==> config.mk <==
export PLATFORM = sky130hd
export DESIGN_NAME = ddr_timing_gate
export DESIGN_NICKNAME = d
export VERILOG_FILES = /design/src/rtl/ddr_gate_pkg.sv /design/src/rtl/ddr_down_ctr.sv /design/src/rtl/ddr_bank_timer.sv /design/src/rtl/ddr_timing_gate.sv
export SDC_FILE = /design/constraint.sdc
export NUM_CORES = 1
export LEC_CHECK = 0
export ABC_AREA = 1
export ABC_CLOCK_PERIOD_IN_PS = 4900
export BUFFER_PORTS_ARGS = -buffer_cell sky130_fd_sc_hd__buf_4
export CELL_PAD_IN_SITES_DETAIL_PLACEMENT = 1
export CELL_PAD_IN_SITES_GLOBAL_PLACEMENT = 2
export CORE_UTILIZATION = 36
export CTS_CLUSTER_DIAMETER = 80
export CTS_CLUSTER_SIZE = 20
export DETAILED_ROUTE_END_ITERATION = 12
export PLACE_DENSITY = 0.79
export REMOVE_ABC_BUFFERS = 1
export SYNTH_ARGS = -nofsm -noshare
export SYNTH_HDL_FRONTEND = slang
export SYNTH_HIERARCHICAL = 1
export SYNTH_SLANG_ARGS = --single-unit
==> constraint.sdc <==
create_clock -name clk -period 4.9 [get_ports clk]
set_input_delay 0.245 -clock clk [delete_from_list [all_inputs] [get_ports clk]]
set_output_delay 0.245 -clock clk [all_outputs]
set_load 0.005 [all_outputs]
==> src/rtl/ddr_gate_pkg.sv <==
package ddr_gate_pkg;

  localparam logic [2:0] OP_ACT  = 3'd0;
  localparam logic [2:0] OP_RD   = 3'd1;
  localparam logic [2:0] OP_WR   = 3'd2;
  localparam logic [2:0] OP_PRE  = 3'd3;
  localparam logic [2:0] OP_PREA = 3'd4;
  localparam logic [2:0] OP_MRS  = 3'd5;

  // round a picosecond limit up to whole clock cycles
  function automatic int ps_to_cyc(input int ps, input int clk_ps);
    return (ps + clk_ps - 1) / clk_ps;
  endfunction

  function automatic int unsigned umax(input int unsigned a, input int unsigned b);
    return (a > b) ? a : b;
  endfunction

endpackage

==> src/rtl/ddr_down_ctr.sv <==
module ddr_down_ctr #(
  parameter int CW = 4
) (
  input  logic          clk,
  input  logic          rst_n,
  input  logic          load,
  input  logic [CW-1:0] val,
  output logic          zero
);

  logic [CW-1:0] cnt_q;
  logic [CW-1:0] cnt_dec;

  assign cnt_dec = (cnt_q == '0) ? '0 : cnt_q - 1'b1;

  always_ff @(posedge clk) begin
    if (!rst_n)
      cnt_q <= '0;
    else if (load)
      cnt_q <= (val > cnt_dec) ? val : cnt_dec;
    else
      cnt_q <= cnt_dec;
  end

  assign zero = (cnt_q == '0);

  // a nonzero load blocks the following cycle
  p_ctr_load_r12: assert property (@(posedge clk) disable iff (!rst_n)
    (load && val != '0) |=> !zero);

endmodule

==> src/rtl/ddr_bank_timer.sv <==
module ddr_bank_timer
  import ddr_gate_pkg::*;
#(
  parameter int CW        = 5,
  parameter int T_RCD     = 3,
  parameter int T_RP      = 3,
  parameter int T_RAS     = 6,
  parameter int T_RC      = 9,
  parameter int T_WR      = 2,
  parameter int BURST_CYC = 2
) (
  input  logic clk,
  input  logic rst_n,
  input  logic do_act,
  input  logic do_rd,
  input  logic do_wr,
  input  logic do_pre,
  input  logic ap,
  output logic open_o,
  output logic col_ok,
  output logic pre_ok,
  output logic act_ok
);

  logic          open_q, open_n;
  logic [CW-1:0] col_q, pre_q, act_q;
  logic [CW-1:0] col_n, pre_n, act_n;

  function automatic logic [CW-1:0] dec(input logic [CW-1:0] c);
    return (c == '0) ? '0 : c - 1'b1;
  endfunction

  always_comb begin
    int unsigned pnow;
    pnow   = int'(pre_q);
    open_n = open_q;
    col_n  = dec(col_q);
    pre_n  = dec(pre_q);
    act_n  = dec(act_q);
    if (do_act) begin
      open_n = 1'b1;
      col_n  = CW'(umax(int'(col_n), T_RCD - 1));
      pre_n  = CW'(umax(int'(pre_n), T_RAS - 1));
      act_n  = CW'(umax(int'(act_n), T_RC - 1));
    end
    if (do_wr) begin
      pre_n = CW'(umax(int'(pre_n), BURST_CYC + T_WR - 1));
      if (ap) begin
        open_n = 1'b0;
        act_n  = CW'(umax(int'(act_n), umax(pnow, BURST_CYC + T_WR) + T_RP - 1));
      end
    end
    if (do_rd && ap) begin
      open_n = 1'b0;
      act_n  = CW'(umax(int'(act_n), umax(pnow, BURST_CYC) + T_RP - 1));
    end
    if (do_pre && open_q) begin
      open_n = 1'b0;
      act_n  = CW'(umax(int'(act_n), T_RP - 1));
    end
  end

  always_ff @(posedge clk) begin
    if (!rst_n) begin
      open_q <= 1'b0;
      col_q  <= '0;
      pre_q  <= '0;
      act_q  <= '0;
    end else begin
      open_q <= open_n;
      col_q  <= col_n;
      pre_q  <= pre_n;
      act_q  <= act_n;
    end
  end

  assign open_o = open_q;
  assign col_ok = (col_q == '0);
  assign pre_ok = (pre_q == '0);
  assign act_ok = (act_q == '0);

  // activates reach closed banks only and open them
  p_act_closed_r1: assert property (@(posedge clk) disable iff (!rst_n)
    do_act |-> !open_q);
  p_act_opens_r1: assert property (@(posedge clk) disable iff (!rst_n)
    do_act |=> open_o);
  // a write with auto-precharge blocks re-activation next cycle
  p_wrap_block_r4: assert property (@(posedge clk) disable iff (!rst_n)
    (do_wr && ap) |=> !act_ok);

  generate
    if (T_RCD > 1) begin : g_rcd_chk
      // no column command in the cycle after an activate
      p_rcd_block_r2: assert property (@(posedge clk) disable iff (!rst_n)
        do_act |=> !col_ok);
    end
  endgenerate

endmodule

==> src/rtl/ddr_timing_gate.sv <==
module ddr_timing_gate
  import ddr_gate_pkg::*;
#(
  parameter int CLK_PS    = 7500,
  parameter int RCD_PS    = 20000,
  parameter int RP_PS     = 20000,
  parameter int RAS_PS    = 45000,
  parameter int RRD_PS    = 15000,
  parameter int WR_PS     = 15000,
  parameter int RC_PS     = 65000,
  parameter int T_WTR     = 1,
  parameter int T_CCD     = 1,
  parameter int T_MRD     = 2,
  parameter int BURST_CYC = 2,
  parameter int NBANK     = 4
) (
  input  logic                                  clk,
  input  logic                                  rst_n,
  input  logic                                  cmd_valid,
  input  logic [2:0]                            cmd_op,
  input  logic [((NBANK > 1) ? $clog2(NBANK) : 1)-1:0] cmd_bank,
  input  logic                                  cmd_ap,
  output logic                                  cmd_ready
);

  localparam int BW    = (NBANK > 1) ? $clog2(NBANK) : 1;
  localparam int T_RCD = ps_to_cyc(RCD_PS, CLK_PS);
  localparam int T_RP  = ps_to_cyc(RP_PS, CLK_PS);
  localparam int T_RAS = ps_to_cyc(RAS_PS, CLK_PS);
  localparam int T_RRD = ps_to_cyc(RRD_PS, CLK_PS);
  localparam int T_WR  = ps_to_cyc(WR_PS, CLK_PS);
  localparam int T_RC  = ps_to_cyc(RC_PS, CLK_PS);
  localparam int MAXC  = T_RC + T_RAS + T_RP + T_WR + T_RCD + T_RRD
                       + BURST_CYC + T_WTR + T_CCD + T_MRD;
  localparam int CW    = $clog2(MAXC + 1);

  logic             issue;
  logic             is_act, is_rd, is_wr, is_pre, is_prea, is_mrs;
  logic [NBANK-1:0] open_v, col_v, pre_v, act_v;
  logic             rrd_z, ccd_z, wtr_z, mrd_z;
  logic             legal;

  assign is_act  = (cmd_op == OP_ACT);
  assign is_rd   = (cmd_op == OP_RD);
  assign is_wr   = (cmd_op == OP_WR);
  assign is_pre  = (cmd_op == OP_PRE);
  assign is_prea = (cmd_op == OP_PREA);
  assign is_mrs  = (cmd_op == OP_MRS);

  generate
    for (genvar b = 0; b < NBANK; b++) begin : g_bank
      logic sel;
      assign sel = (cmd_bank == BW'(b));
      ddr_bank_timer #(
        .CW(CW), .T_RCD(T_RCD), .T_RP(T_RP), .T_RAS(T_RAS),
        .T_RC(T_RC), .T_WR(T_WR), .BURST_CYC(BURST_CYC)
      ) u_bank (
        .clk    (clk),
        .rst_n  (rst_n),
        .do_act (issue && is_act && sel),
        .do_rd  (issue && is_rd && sel),
        .do_wr  (issue && is_wr && sel),
        .do_pre (issue && ((is_pre && sel) || is_prea)),
        .ap     (cmd_ap),
        .open_o (open_v[b]),
        .col_ok (col_v[b]),
        .pre_ok (pre_v[b]),
        .act_ok (act_v[b])
      );
    end
  endgenerate

  ddr_down_ctr #(.CW(CW)) u_rrd (
    .clk(clk), .rst_n(rst_n), .load(issue && is_act),
    .val(CW'(T_RRD - 1)), .zero(rrd_z));
  ddr_down_ctr #(.CW(CW)) u_ccd (
    .clk(clk), .rst_n(rst_n), .load(issue && (is_rd || is_wr)),
    .val(CW'(T_CCD - 1)), .zero(ccd_z));
  ddr_down_ctr #(.CW(CW)) u_wtr (
    .clk(clk), .rst_n(rst_n), .load(issue && is_wr),
    .val(CW'(BURST_CYC + T_WTR - 1)), .zero(wtr_z));
  ddr_down_ctr #(.CW(CW)) u_mrd (
    .clk(clk), .rst_n(rst_n), .load(issue && is_mrs),
    .val(CW'(T_MRD - 1)), .zero(mrd_z));

  always_comb begin
    unique case (cmd_op)
      OP_ACT:  legal = !open_v[cmd_bank] && act_v[cmd_bank] && rrd_z && mrd_z;
      OP_RD:   legal = open_v[cmd_bank] && col_v[cmd_bank] && ccd_z && wtr_z && mrd_z;
      OP_WR:   legal = open_v[cmd_bank] && col_v[cmd_bank] && ccd_z && mrd_z;
      OP_PRE:  legal = pre_v[cmd_bank] && mrd_z;
      OP_PREA: legal = (&pre_v) && mrd_z;
      OP_MRS:  legal = !(|open_v) && (&act_v) && mrd_z;
      default: legal = 1'b1;
    endcase
  end

  assign cmd_ready = cmd_valid && legal;
  assign issue     = cmd_ready;

  generate
    if (T_MRD > 1) begin : g_mrd_chk
      // after a mode set only no-op codes pass next cycle
      p_mrd_hold_r9: assert property (@(posedge clk) disable iff (!rst_n)
        (issue && is_mrs) |=> (!cmd_ready || cmd_op[2:1] == 2'b11));
    end
    if (T_RRD > 1) begin : g_rrd_chk
      // back-to-back activates are refused
      p_rrd_gap_r6: assert property (@(posedge clk) disable iff (!rst_n)
        (issue && is_act) |=> !(cmd_ready && cmd_op == OP_ACT));
    end
    if (BURST_CYC + T_WTR > 1) begin : g_wtr_chk
      // a read never follows a write on the next edge
      p_wtr_gap_r7: assert property (@(posedge clk) disable iff (!rst_n)
        (issue && is_wr) |=> !(cmd_ready && cmd_op == OP_RD));
    end
  endgenerate

endmodule

## After elaboration in Yosys (flattened, before gate mapping)

Index checks and enable logic that the tools add are counted.

- Add/sub/neg operators: 32
- $mul: 0
- Div/mod/pow operators: 0
- Order comparisons: 41
- Equality and inequality tests: 8
- Shift operators: 0
- Muxes and demuxes: 113
- Bitwise gates (word level): 1
- Reductions and logical operators: 78

Operators with widths:

| operator | count |
|---|---|
| 2-to-1 mux 5 bit | 92 |
| adder 32 x 2 -> 32 bit (second input constant) | 8 |
| greater-than comparator 5 x 32 -> 1 bit | 8 |
| subtractor 32 x 1 -> 32 bit (second input constant) | 8 |
| greater-than comparator 5 x 2 -> 1 bit (second input constant) | 16 |
| logical NOT 5 bit | 16 |
| subtractor 5 x 1 -> 5 bit (second input constant) | 16 |
| logical AND 1 bit | 46 |
| greater-than comparator 5 x 3 -> 1 bit (second input constant) | 8 |
| greater-than comparator 5 x 4 -> 1 bit (second input constant) | 4 |
| 2-to-1 mux 1 bit | 16 |
| greater-than comparator 1 x 5 -> 1 bit (first input constant) | 3 |
| OR reduction 3 bit | 4 |
| binary-select mux 1 bit (select 2 bit) | 4 |
| AND reduction 4 bit | 2 |
| == test 3 x 2 -> 1 bit (second input constant) | 2 |
| == test 3 bit (second input constant) | 2 |
| one-hot mux 1 bit (6 select lines) | 1 |
| greater-than comparator 2 x 5 -> 1 bit (first input constant) | 1 |
| logical OR 1 bit | 5 |
| == test 2 bit (second input constant) | 2 |
| OR reduction 4 bit | 1 |
| == test 3 x 1 -> 1 bit (second input constant) | 1 |
| logical NOT 3 bit | 1 |
| other kinds (5) | 6 |

- Register bits after elaboration: 84
- Bits in latches: 0
- Memory bits (writable): 0
- Bits in read-only memories: 0
- Input bits: 9
- Output and inout port bits: 1
- Word-level logic and storage cells: 293
- Memories kept: 0

## Logic depth before layout (Yosys ltp)

Gate-level depths: netlist of run 1.

- Depth in word-level cells: 22
- Gate-level depth with buffers: 48
- Mapped depth without buffers: 48

## By module

The synthesis of run 1 kept the hierarchy.

By module, submodules not included:

| module | instances | cells each | area each (sq um) | seq. area each (sq um) |
|---|---|---|---|---|
| ddr_bank_timer | 4 | 219 | 1436.4 | 320.3 |
| ddr_down_ctr | 4 | 65 | 437.9 | 100.1 |
| ddr_timing_gate | 1 | 112 | 565.5 | 0.0 |

## Least setup slack after synthesis of run 1

Ideal clock, no wire load.

- Kind: flip-flop to flip-flop
- From: reg g_bank[3].u_bank.act_q[0]
- To: reg g_bank[1].u_bank.act_q[0]
- Arrival: 4270 ps
- Slack: 521 ps
- Stages on the path, launching flop included: 44
- Path buffers: 0
- Path through: dfxtp_1 inv_1 ha_1 nand3_1 inv_2 nand2_2 inv_1 nand2_1 nand2_1 nand2_1 nand2_1 nand3_2 a21oi_2 nand2_2 nand2_4 nand3_4 nor2_1 inv_1 [... 8 more ...] a31oi_1 nand2_2 nand2_4 nand2_1 nand2_1 inv_1 ha_1 nand2_1 inv_1 a32oi_1 nand2_2 nand2_4 or2_4 nand3_2 nor2_1 nand3_1 nand2_1 inv_1

- Longest elaborated chain between the ends: 21
- Elaborated cells between the ends (all ways): 31
- Those cells by class: order compare: 3; mux: 11; reduce/logical: 17

RTL lines:

| item | RTL line | source |
|---|---|---|
| start, declared | ddr_bank_timer.sv:26 | `logic [CW-1:0] col_q, pre_q, act_q;` |
| start signal, assigned | ddr_bank_timer.sv:73 | `act_q <= act_n;` |
| logical NOT 5 bit * | ddr_bank_timer.sv:80 | `assign act_ok = (act_q == '0);` |
| net act_v[3] | ddr_timing_gate.sv:39 | `logic [NBANK-1:0] open_v, col_v, pre_v, act_v;` |
| binary-select mux 1 bit (select 2 bit) | ddr_timing_gate.sv:88 | `OP_ACT: legal = !open_v[cmd_bank] && act_v[cmd_bank] && rrd_z && mrd_z;` |
| 2-to-1 mux 1 bit (not written as such) | ddr_timing_gate.sv:88 |  |
| logical AND 1 bit (3 in a row) | ddr_timing_gate.sv:88 |  |
| one-hot mux 1 bit (6 select lines) * | ddr_timing_gate.sv:87 | `unique case (cmd_op)` |
| logical AND 1 bit * | ddr_timing_gate.sv:98 | `assign cmd_ready = cmd_valid && legal;` |
| logical AND 1 bit (2 in a row) | ddr_timing_gate.sv:60 | `.do_act (issue && is_act && sel),` |
| [... 3 more ...] | n/a |  |
| 2-to-1 mux 5 bit | ddr_bank_timer.sv:48 | `if (ap) begin` |
| 2-to-1 mux 5 bit | ddr_bank_timer.sv:46 | `if (do_wr) begin` |
| greater-than comparator 5 x 32 -> 1 bit | ddr_gate_pkg.sv:16 | `return (a > b) ? a : b;` |
| 2-to-1 mux 5 bit | ddr_gate_pkg.sv:16 |  |
| 2-to-1 mux 5 bit | ddr_bank_timer.sv:53 | `if (do_rd && ap) begin` |
| greater-than comparator 5 x 2 -> 1 bit | ddr_gate_pkg.sv:16 |  |
| 2-to-1 mux 5 bit | ddr_gate_pkg.sv:16 |  |
| 2-to-1 mux 5 bit * | ddr_bank_timer.sv:57 | `if (do_pre && open_q) begin` |
| end signal, assigned | ddr_bank_timer.sv:73 |  |
| end, declared | ddr_bank_timer.sv:26 |  |

Mark *: on every way through the listed nets, which the timed path passes. The rest lies on a longest branch. The select of a mux whose other input is x is not followed.
A chain may end at the register's enable or synchronous reset.

## Worst setup path in the final report of run 1

- From: reg g_bank[0].u_bank.act_q[1]
- To: reg g_bank[1].u_bank.act_q[0]

- Longest elaborated chain between the ends: 21
- Elaborated cells between the ends (all ways): 31
- Those cells by class: order compare: 3; mux: 11; reduce/logical: 17

RTL lines:

| item | RTL line |
|---|---|
| start, declared | ddr_bank_timer.sv:26 |
| start signal, assigned | ddr_bank_timer.sv:73 |
| logical NOT 5 bit * | ddr_bank_timer.sv:80 |
| net act_v[0] | ddr_timing_gate.sv:39 |
| binary-select mux 1 bit (select 2 bit) | ddr_timing_gate.sv:88 |
| 2-to-1 mux 1 bit (not written as such) | ddr_timing_gate.sv:88 |
| logical AND 1 bit (3 in a row) | ddr_timing_gate.sv:88 |
| one-hot mux 1 bit (6 select lines) * | ddr_timing_gate.sv:87 |
| logical AND 1 bit * | ddr_timing_gate.sv:98 |
| logical AND 1 bit (2 in a row) | ddr_timing_gate.sv:60 |
| [... 3 more ...] | n/a |
| 2-to-1 mux 5 bit | ddr_bank_timer.sv:48 |
| 2-to-1 mux 5 bit | ddr_bank_timer.sv:46 |
| greater-than comparator 5 x 32 -> 1 bit | ddr_gate_pkg.sv:16 |
| 2-to-1 mux 5 bit | ddr_gate_pkg.sv:16 |
| 2-to-1 mux 5 bit | ddr_bank_timer.sv:53 |
| greater-than comparator 5 x 2 -> 1 bit | ddr_gate_pkg.sv:16 |
| 2-to-1 mux 5 bit | ddr_gate_pkg.sv:16 |
| 2-to-1 mux 5 bit * | ddr_bank_timer.sv:57 |

Marks and branches as above.

==> insert_results.sql, run 1 <==
INSERT INTO impl_metrics (metric_group, metric, value, unit) VALUES
('yosys', 'postSynth.asyncResetShare', '0', '%'),
('yosys', 'synthXorXnorAreaFrac', '3.41', '%'),
('timing', 'final.setup.tns', '0', 'ns'),
('timing', 'period_minus_slack', '4.75', 'ns'),
('yosys', 'synth_area_leader_cell', 'sky130_fd_sc_hd__dfxtp_1', ''),
('cts', 'cts_buffers', '9', ''),
('pwr', 'power_density', '773', 'nW/µm²'),
('yosys', 'synth_area_leaders', 'sky130_fd_sc_hd__dfxtp_1 (21%), sky130_fd_sc_hd__ha_1 (13%), sky130_fd_sc_hd__nand2_1 (13%)', ''),
('min_path', 'worstHoldStart', 'rst_n', ''),
('cts', 'clk-insertion-delay-late', '0.35', 'ns'),
('worst_setup_path', 'cp.required', '5.14', 'ns'),
('yosys', 'ys_ff_latch', '84', ''),
('cells_and_area', 'final_nets', '1471', ''),
('timing', 'timing_max_transition_violations_final', '0', ''),
('worst_setup_path', 'worst-setup-path-type', 'flip-flop to flip-flop', ''),
('yosys', 'post_synth.cell_area_avg', '6.46', 'µm²'),
('drt', 'route.vias.total', '7951', ''),
('worst_setup_path', 'crit_path_frequent_cell', 'sky130_fd_sc_hd__nand2_1', ''),
('yosys', 'ys.warnings.count', '6', ''),
('global_route', 'grt-ovfl-total', '0', ''),
('worst_setup_path', 'end_kind', 'flip-flop', ''),
('worst_setup_path', 'worst-r2r-cell-count', '44', ''),
('timing', 'skew', '0.0104', 'ns'),
('yosys', 'ys_types', '39', ''),
('yosys', 'synth_top_family_by_area', 'simple AND/OR/NAND/NOR gates', ''),
('cts', 'cts.clk_slew.worst_paths', '0.07', 'ns'),
('die', 'fp.dieArea', '23000', 'µm²'),
('worst_setup_path', 'timing.critical_path.from_type', 'flip-flop', ''),
('yosys', 'ys_seq_area_share', '20.9', '%'),
('global_route', 'grt_start_max_net_pins', '29', ''),
('cts', 'tritoncts', 'done', ''),
('min_path', 'hold-path-endpoint', 'u_wtr/cnt_q[4]', ''),
('global_route', 'gr-usage-all-layers', '20.3', '%'),
('cts', 'cts.root.buffer_cell', 'sky130_fd_sc_hd__clkbuf_16', ''),
('cells_and_area', 'antenna_cells', '0', ''),
('die', 'start_util', '36.8', '%'),
('global_route', 'grt_pass1_wl', '36.9', 'mm'),
('timing', 'rsz_0062_raised_after_global_routing', 'yes', ''),
('drt', 'detail_route.first_pass.iterations', '4', ''),
('cells_and_area', 'synthToLayoutAreaGrowth', '25.7', '%'),
('die', 'core', '21900', 'µm²'),
('timing', 'setup_violations', '0', ''),
('drt', 'average_detailed_routed_wire_length_per_instance', '14.1', 'µm'),
('min_path', 'worst_hold_path_type', 'input port to flip-flop', ''),
('yosys', 'syn-cell-area', '8060', 'µm²'),
('yosys', 'number_of_enable_flip_flop_cells_after_synthesis', '0', ''),
('min_path', 'timing.hold.worst_path_depth', '3', ''),
('cts', 'clock_path_buffers', '2', ''),
('worst_setup_path', 'timing.critical_path.arrival', '4.99', 'ns'),
('placement', 'dp.final_hpwl', '18.0', 'mm'),
('yosys', 'synth_flop_cell', 'sky130_fd_sc_hd__dfxtp_1', ''),
('worst_setup_path', 'r2r_end', 'g_bank[1].u_bank/act_q[0]', ''),
('drt', 'residual_drc_count', '0', ''),
('placement', 'place.port_buffers', '9', ''),
('run', 'drv_cap', '0', ''),
('die', 'ioPinCount', '10', ''),
('placement', 'gp_congestion', '0.833', ''),
('timing', 'tightest_slew', '0.582', 'ns'),
('pwr', 'post-layout-total-power', '7.84', 'mW'),
('worst_setup_path', 'reg2reg_setup_slack', '0.15', 'ns'),
('worst_setup_path', 'worst_path_largest_cell_delay', '0.32', 'ns'),
('timing', 'max_clock_freq', '211', 'MHz'),
('worst_setup_path', 'worst_path_max_delay_cell', 'sky130_fd_sc_hd__dfxtp_2', ''),
('cells_and_area', 'layout.cells.most_common', 'sky130_fd_sc_hd__nand2_1', ''),
('drt', 'antenna_violating_nets_post_route', '0', ''),
('run_status', 'status', 'finished clean', ''),
('global_route', 'number_of_global_route_vias_before_repair', '7758', ''),
('placement', 'postPlaceCellArea', '8870', 'µm²'),
('cells_and_area', 'post_route_cells_drive_above_1_share', '29.1', '%'),
('drt', 'routed_wirelength', '23.4', 'mm'),
('cells_and_area', 'finish.instance_area', '10100', 'µm²');
-- synth_stat cells, types with 12 or more instances --
master	count
sky130_fd_sc_hd__nand3_2	26
sky130_fd_sc_hd__nand2_4	14
sky130_fd_sc_hd__a31oi_1	12
sky130_fd_sc_hd__nand2_2	25
sky130_fd_sc_hd__ha_1	84
sky130_fd_sc_hd__nor3_1	13
sky130_fd_sc_hd__dfxtp_1	84
sky130_fd_sc_hd__nand3_1	98
sky130_fd_sc_hd__inv_2	45
sky130_fd_sc_hd__xor2_1	20
sky130_fd_sc_hd__nand2_1	279
sky130_fd_sc_hd__nor4_1	12
sky130_fd_sc_hd__o21ai_0	20
sky130_fd_sc_hd__inv_1	197
sky130_fd_sc_hd__nor2_4	12
sky130_fd_sc_hd__nor2_1	156
sky130_fd_sc_hd__a21oi_1	44
-- final cells by class --
class                   instances  area, µm²
fillers                      2907      11800
multi-input cells             948       6120
flip-flops and latches         84       1690
inverters                     243        917
repair buffers                 92        722
well taps                     280        350
clock buffers                  11        253
clock inverters                 5       83.8
-- registers in the layout, indices dropped and copies added (netlist names) --
name	flops
g_bank.u_bank/pre_q	20
g_bank.u_bank/act_q	20
u_mrd/cnt_q	5
g_bank.u_bank/open_o	4
u_ccd/cnt_q	5
u_wtr/cnt_q	5
u_rrd/cnt_q	5
g_bank.u_bank/col_q	20
-- metrics by stage --
stage / setup slack [ns] / instances
after global routing: -0.285 / 1663
after global placement: -0.0180 / 1607
after floorplan: 0.527 / 1272
final: 0.153 / 1663
after detailed placement: -0.0670 / 1607
after CTS: -0.00351 / 1623
-- report_power, final --
group	switching, mW	internal, mW	total, mW
combinational	3.54	2.45	5.99
sequential	0.145	0.914	1.06
clock	0.313	0.476	0.789
total	3.99	3.84	7.84
-- worst max-delay path, delay by kind of cell, from the launching register on --
kind | cells | cell delay (ns)
AOI/OAI and AO/OA | 3 | 0.48
buffers and inverters | 9 | 0.75
DFF | 1 | 0.32
and+or+nand+nor | 29 | 2.29
adders and majority gates | 3 | 0.76
-- cells by family after synthesis --
group | count (synthesis)
AOI/OAI and AO/OA | 113
xor gates and xnor gates | 28
adders and majority gates | 84
buffers and inverters | 257
DFF | 84
other | 2
and+or+nand+nor | 680
-- what timing repair did --
item / in CTS / in global routing
buffers inserted: 0 / 37
pin swaps: 0 / 90
resized for setup: 6 / 168
hold endpoints to repair: 0 / 0
gates cloned: 0 / 3
endpoints found under the setup margin: 5 / 20
-- worst max path at each step --
stage | start | endpoint | slack [ns] | depth (start not counted)
finish | g_bank[0].u_bank/act_q[1] | g_bank[1].u_bank/act_q[0] | 0.15 | 44
CTS | g_bank[3].u_bank/act_q[0] | g_bank[1].u_bank/act_q[0] | -0.004 | 47
detailed placement | g_bank[3].u_bank/act_q[0] | g_bank[0].u_bank/act_q[0] | -0.07 | 41
global route | g_bank[0].u_bank/act_q[1] | g_bank[1].u_bank/act_q[0] | -0.29 | 44
floorplan | g_bank[3].u_bank/act_q[0] | g_bank[1].u_bank/act_q[1] | 0.53 | 42
global placement | g_bank[3].u_bank/act_q[0] | g_bank[3].u_bank/act_q[0] | -0.02 | 41
-- metal layers --
metal | track usage [%] | share of wire (%)
met1 | 27.0 | 49
met2 | 34.0 | 48
met3 | 3.29 | 1.8
met4 | 4.75 | 0.95
met5 | 0 | 0.11
No activity file was read; power rests on OpenSTA's default activity.
==> run 2: changes to the inputs <==
- PLACE_DENSITY: 0.79 -> default
- PLACE_DENSITY_LB_ADDON: default -> 0.1
- RECOVER_POWER: default -> 100
==> run 2 against run 1 <==
  * Routed wire length is 2.3% lower
  * Fmax grew 2.0%
  * Worst setup slack gained 0.092 ns
  * First-iteration DRC count up 12%
  * Register-to-register slack gained 0.09 ns
  * Utilization did not move
  * Critical endpoint is now g_bank[3].u_bank/act_q[0]
  * Sequential power about the same
  * Sequential share of layout area about the same
==> insert_results.sql, run 2 (synthesis results as in run 1) <==
INSERT INTO impl_metrics (metric_group, metric, value, unit) VALUES
('worst_setup_path', 'timing.critical_path.arrival', '4.90', 'ns'),
('cells_and_area', 'post_route_cells_drive_above_1_share', '29.0', '%'),
('cts', 'cts.root.buffer_cell', 'sky130_fd_sc_hd__clkbuf_16', ''),
('timing', 'timing.max_slew.rel_slack', '64.8', '%'),
('drt', 'residual_drc_count', '0', ''),
('die', 'die_w', '152', 'µm'),
('placement', 'gp_congestion', '0.804', ''),
('die', 'core', '21900', 'µm²'),
('placement', 'place.port_buffers', '9', ''),
('worst_setup_path', 'timing.rr.start', 'g_bank[3].u_bank/act_q[0]', ''),
('cts', 'clock_path_buffers', '2', ''),
('drt', 'met1Wirelength', '11.3', 'mm'),
('cells_and_area', 'largestRegisters', 'g_bank.u_bank/act_q (20), g_bank.u_bank/col_q (20), g_bank.u_bank/pre_q (20)', ''),
('drt', 'maxUsedRoutingLayer', 'met4', ''),
('timing', 'finalHoldViolCount', '0', ''),
('drt', 'antenna_violating_nets_post_route', '0', ''),
('die', 'placement_rows', '54', ''),
('worst_setup_path', 'worst_path_max_delay_cell', 'sky130_fd_sc_hd__dfxtp_2', ''),
('drt', 'routed_wirelength', '22.9', 'mm'),
('timing', 'skew', '0.0138', 'ns'),
('pwr', 'power.clock.fraction', '8.3', '%'),
('timing', 'timing_max_transition_violations_final', '0', ''),
('timing', 'max_clock_freq', '215', 'MHz'),
('drt', 'avgViaCountPerCell', '4.75', ''),
('pwr', 'comb_power_share', '78.2', '%'),
('drt', 'dr_wl_met2', '10.8', 'mm'),
('cells_and_area', 'mostFrequentLayoutCells', 'sky130_fd_sc_hd__nand2_1 (241), sky130_fd_sc_hd__inv_1 (173), sky130_fd_sc_hd__nor2_1 (141), sky130_fd_sc_hd__nand3_1 (86), sky130_fd_sc_hd__buf_4 (85)', ''),
('min_path', 'worstHoldStart', 'cmd_ap', ''),
('placement', 'dp.final_hpwl', '17.7', 'mm'),
('global_route', 'grt-ovfl-total', '0', ''),
('run', 'drv_cap', '0', ''),
('drt', 'average_detailed_routed_wire_length_per_instance', '13.8', 'µm'),
('run_status', 'status', 'finished clean', ''),
('timing', 'tightest_slew', '0.528', 'ns'),
('global_route', 'grt_start_max_net_pins', '29', ''),
('cells_and_area', 'post-route-util', '46.3', '%'),
('worst_setup_path', 'worst-setup-path-type', 'flip-flop to flip-flop', ''),
('cts', 'tritoncts', 'done', ''),
('cts', 'clkSinkCount', '84', ''),
('cts', 'htree_num_levels', '3', ''),
('worst_setup_path', 'r2r_end', 'g_bank[3].u_bank/act_q[0]', ''),
('timing', 'rsz_0062_raised_after_global_routing', 'yes', ''),
('cells_and_area', 'antenna_cells', '0', ''),
('cts', 'clk-insertion-delay-late', '0.35', 'ns'),
('die', 'ioPinCount', '10', ''),
('min_path', 'hold-path-endpoint', 'g_bank[2].u_bank/open_o', ''),
('cts', 'cts.clk_slew.worst_paths', '0.06', 'ns'),
('global_route', 'gr-usage-all-layers', '19.6', '%'),
('cells_and_area', 'synthToLayoutAreaGrowth', '25.7', '%'),
('cts', 'cts_hold_buf', '0', ''),
('cts', 'cts_buffers', '9', ''),
('worst_setup_path', 'end_kind', 'flip-flop', ''),
('worst_setup_path', 'reg2reg_setup_slack', '0.25', 'ns'),
('pwr', 'total_leakage_power', '5.21', 'nW'),
('min_path', 'timing.hold.worst_path_depth', '4', ''),
('worst_setup_path', 'timing.critical_path.from_type', 'flip-flop', ''),
('timing', 'period_minus_slack', '4.65', 'ns'),
('drt', 'route.vias.total', '7876', ''),
('pwr', 'power_density', '768', 'nW/µm²'),
('worst_setup_path', 'worst-r2r-cell-count', '41', ''),
('drt', 'detail_route.first_pass.iterations', '4', ''),
('min_path', 'worst_hold_path_type', 'input port to flip-flop', ''),
('timing', 'setup_violations', '0', ''),
('timing', 'final.period_utilization', '95.0', '%'),
('placement', 'postPlaceCellArea', '8870', 'µm²'),
('die', 'start_util', '36.8', '%'),
('worst_setup_path', 'worst_path_largest_cell_delay', '0.32', 'ns'),
('cells_and_area', 'final_nets', '1467', ''),
('cells_and_area', 'finish.instance_area', '10100', 'µm²'),
('pwr', 'p_int', '3.72', 'mW'),
('pwr', 'worst_vdd_rail_ir_drop', '0.386', 'mV'),
('pwr', 'switchingPower', '4.06', 'mW'),
('global_route', 'grt_pass1_wl', '36.0', 'mm'),
('worst_setup_path', 'crit_path_frequent_cell', 'sky130_fd_sc_hd__nand2_1', ''),
('drt', 'drt-initial-drc-count', '268', ''),
('cells_and_area', 'layout.cells.most_common', 'sky130_fd_sc_hd__nand2_1', ''),
('pwr', 'swShare', '52.2', '%'),
('global_route', 'number_of_global_route_vias_before_repair', '7540', ''),
('global_route', 'grt_antenna_before_repair', '0', ''),
('die', 'die_height', '152', 'µm'),
('die', 'fp.dieArea', '23000', 'µm²'),
('worst_setup_path', 'cp.required', '5.14', 'ns'),
('worst_setup_path', 'critical_path.max_fanout', '7', ''),
('pwr', 'seq_power_share', '13.6', '%'),
('drt', 'wl_met3', '475', 'µm'),
('timing', 'final.setup.tns', '0', 'ns');
run 2: layer usage:
layer  vias up  track usage [%]
met5         -                0
met4         0             4.26
met3        18             3.38
met2        35             32.9
met1      3662             26.2
li1       4161                -
run 2: worst max path at each step:
stage	startpoint	endpoint	cells past startpoint
final	g_bank[3].u_bank/act_q[0]	g_bank[3].u_bank/act_q[0]	41
after global routing	g_bank[2].u_bank/act_q[1]	g_bank[0].u_bank/act_q[0]	42
after CTS	g_bank[3].u_bank/act_q[0]	g_bank[1].u_bank/act_q[1]	41
after detailed placement	g_bank[3].u_bank/act_q[0]	g_bank[0].u_bank/act_q[1]	40
after global placement	g_bank[3].u_bank/act_q[0]	g_bank[3].u_bank/act_q[0]	41
after floorplan	g_bank[3].u_bank/act_q[0]	g_bank[1].u_bank/act_q[1]	42
run 2: per-stage QoR:
step,power [mW],worst slack (ns),hold slack (ns),std cells
finish,7.78,0.245,0.317,1658
global route,8.68,-0.0936,0.326,1658
CTS,6.65,0.0148,0.302,1622
detailed placement,5.95,-0.0292,0.476,1607
global placement,5.90,0.0103,0.479,1607
floorplan,4.67,0.527,0.365,1272
run 2: power groups by stage:
stage          combinational (mW)  clock, mW  sequential (mW)
2_1_floorplan                3.62          0             1.05
3_3_place_gp                 4.84          0             1.05
3_5_place_dp                 4.89          0             1.06
4_1_cts                      4.94      0.668             1.05
5_1_grt                      6.90      0.698             1.08
6_report                     6.08      0.644             1.05
run 2: layout make-up:
| cell class | count | area [µm²] |
|---|---|---|
| clock buffer | 11 | 243 |
| clock inverter | 4 | 26.3 |
| fill | 2882 | 11800 |
| inverter | 243 | 922 |
| multi-input combinational | 949 | 6240 |
| sequential | 84 | 1690 |
| tap | 280 | 350 |
| timing repair buffer | 87 | 661 |
run 2: critical path: cells and delay by family, from the launching register on:
kind	cells	cell delay, ns
simple gates	27	2.50
flops	1	0.32
fa+ha+maj	3	0.74
compound gates	3	0.36
buf+inv	8	0.58
run 2: timing repair:
action                     in CTS  in global routing
pin swaps                       0                 57
setup endpoints to repair       6                 20
cloned                          0                  4
resized for setup               5                185
buffers inserted                0                 32
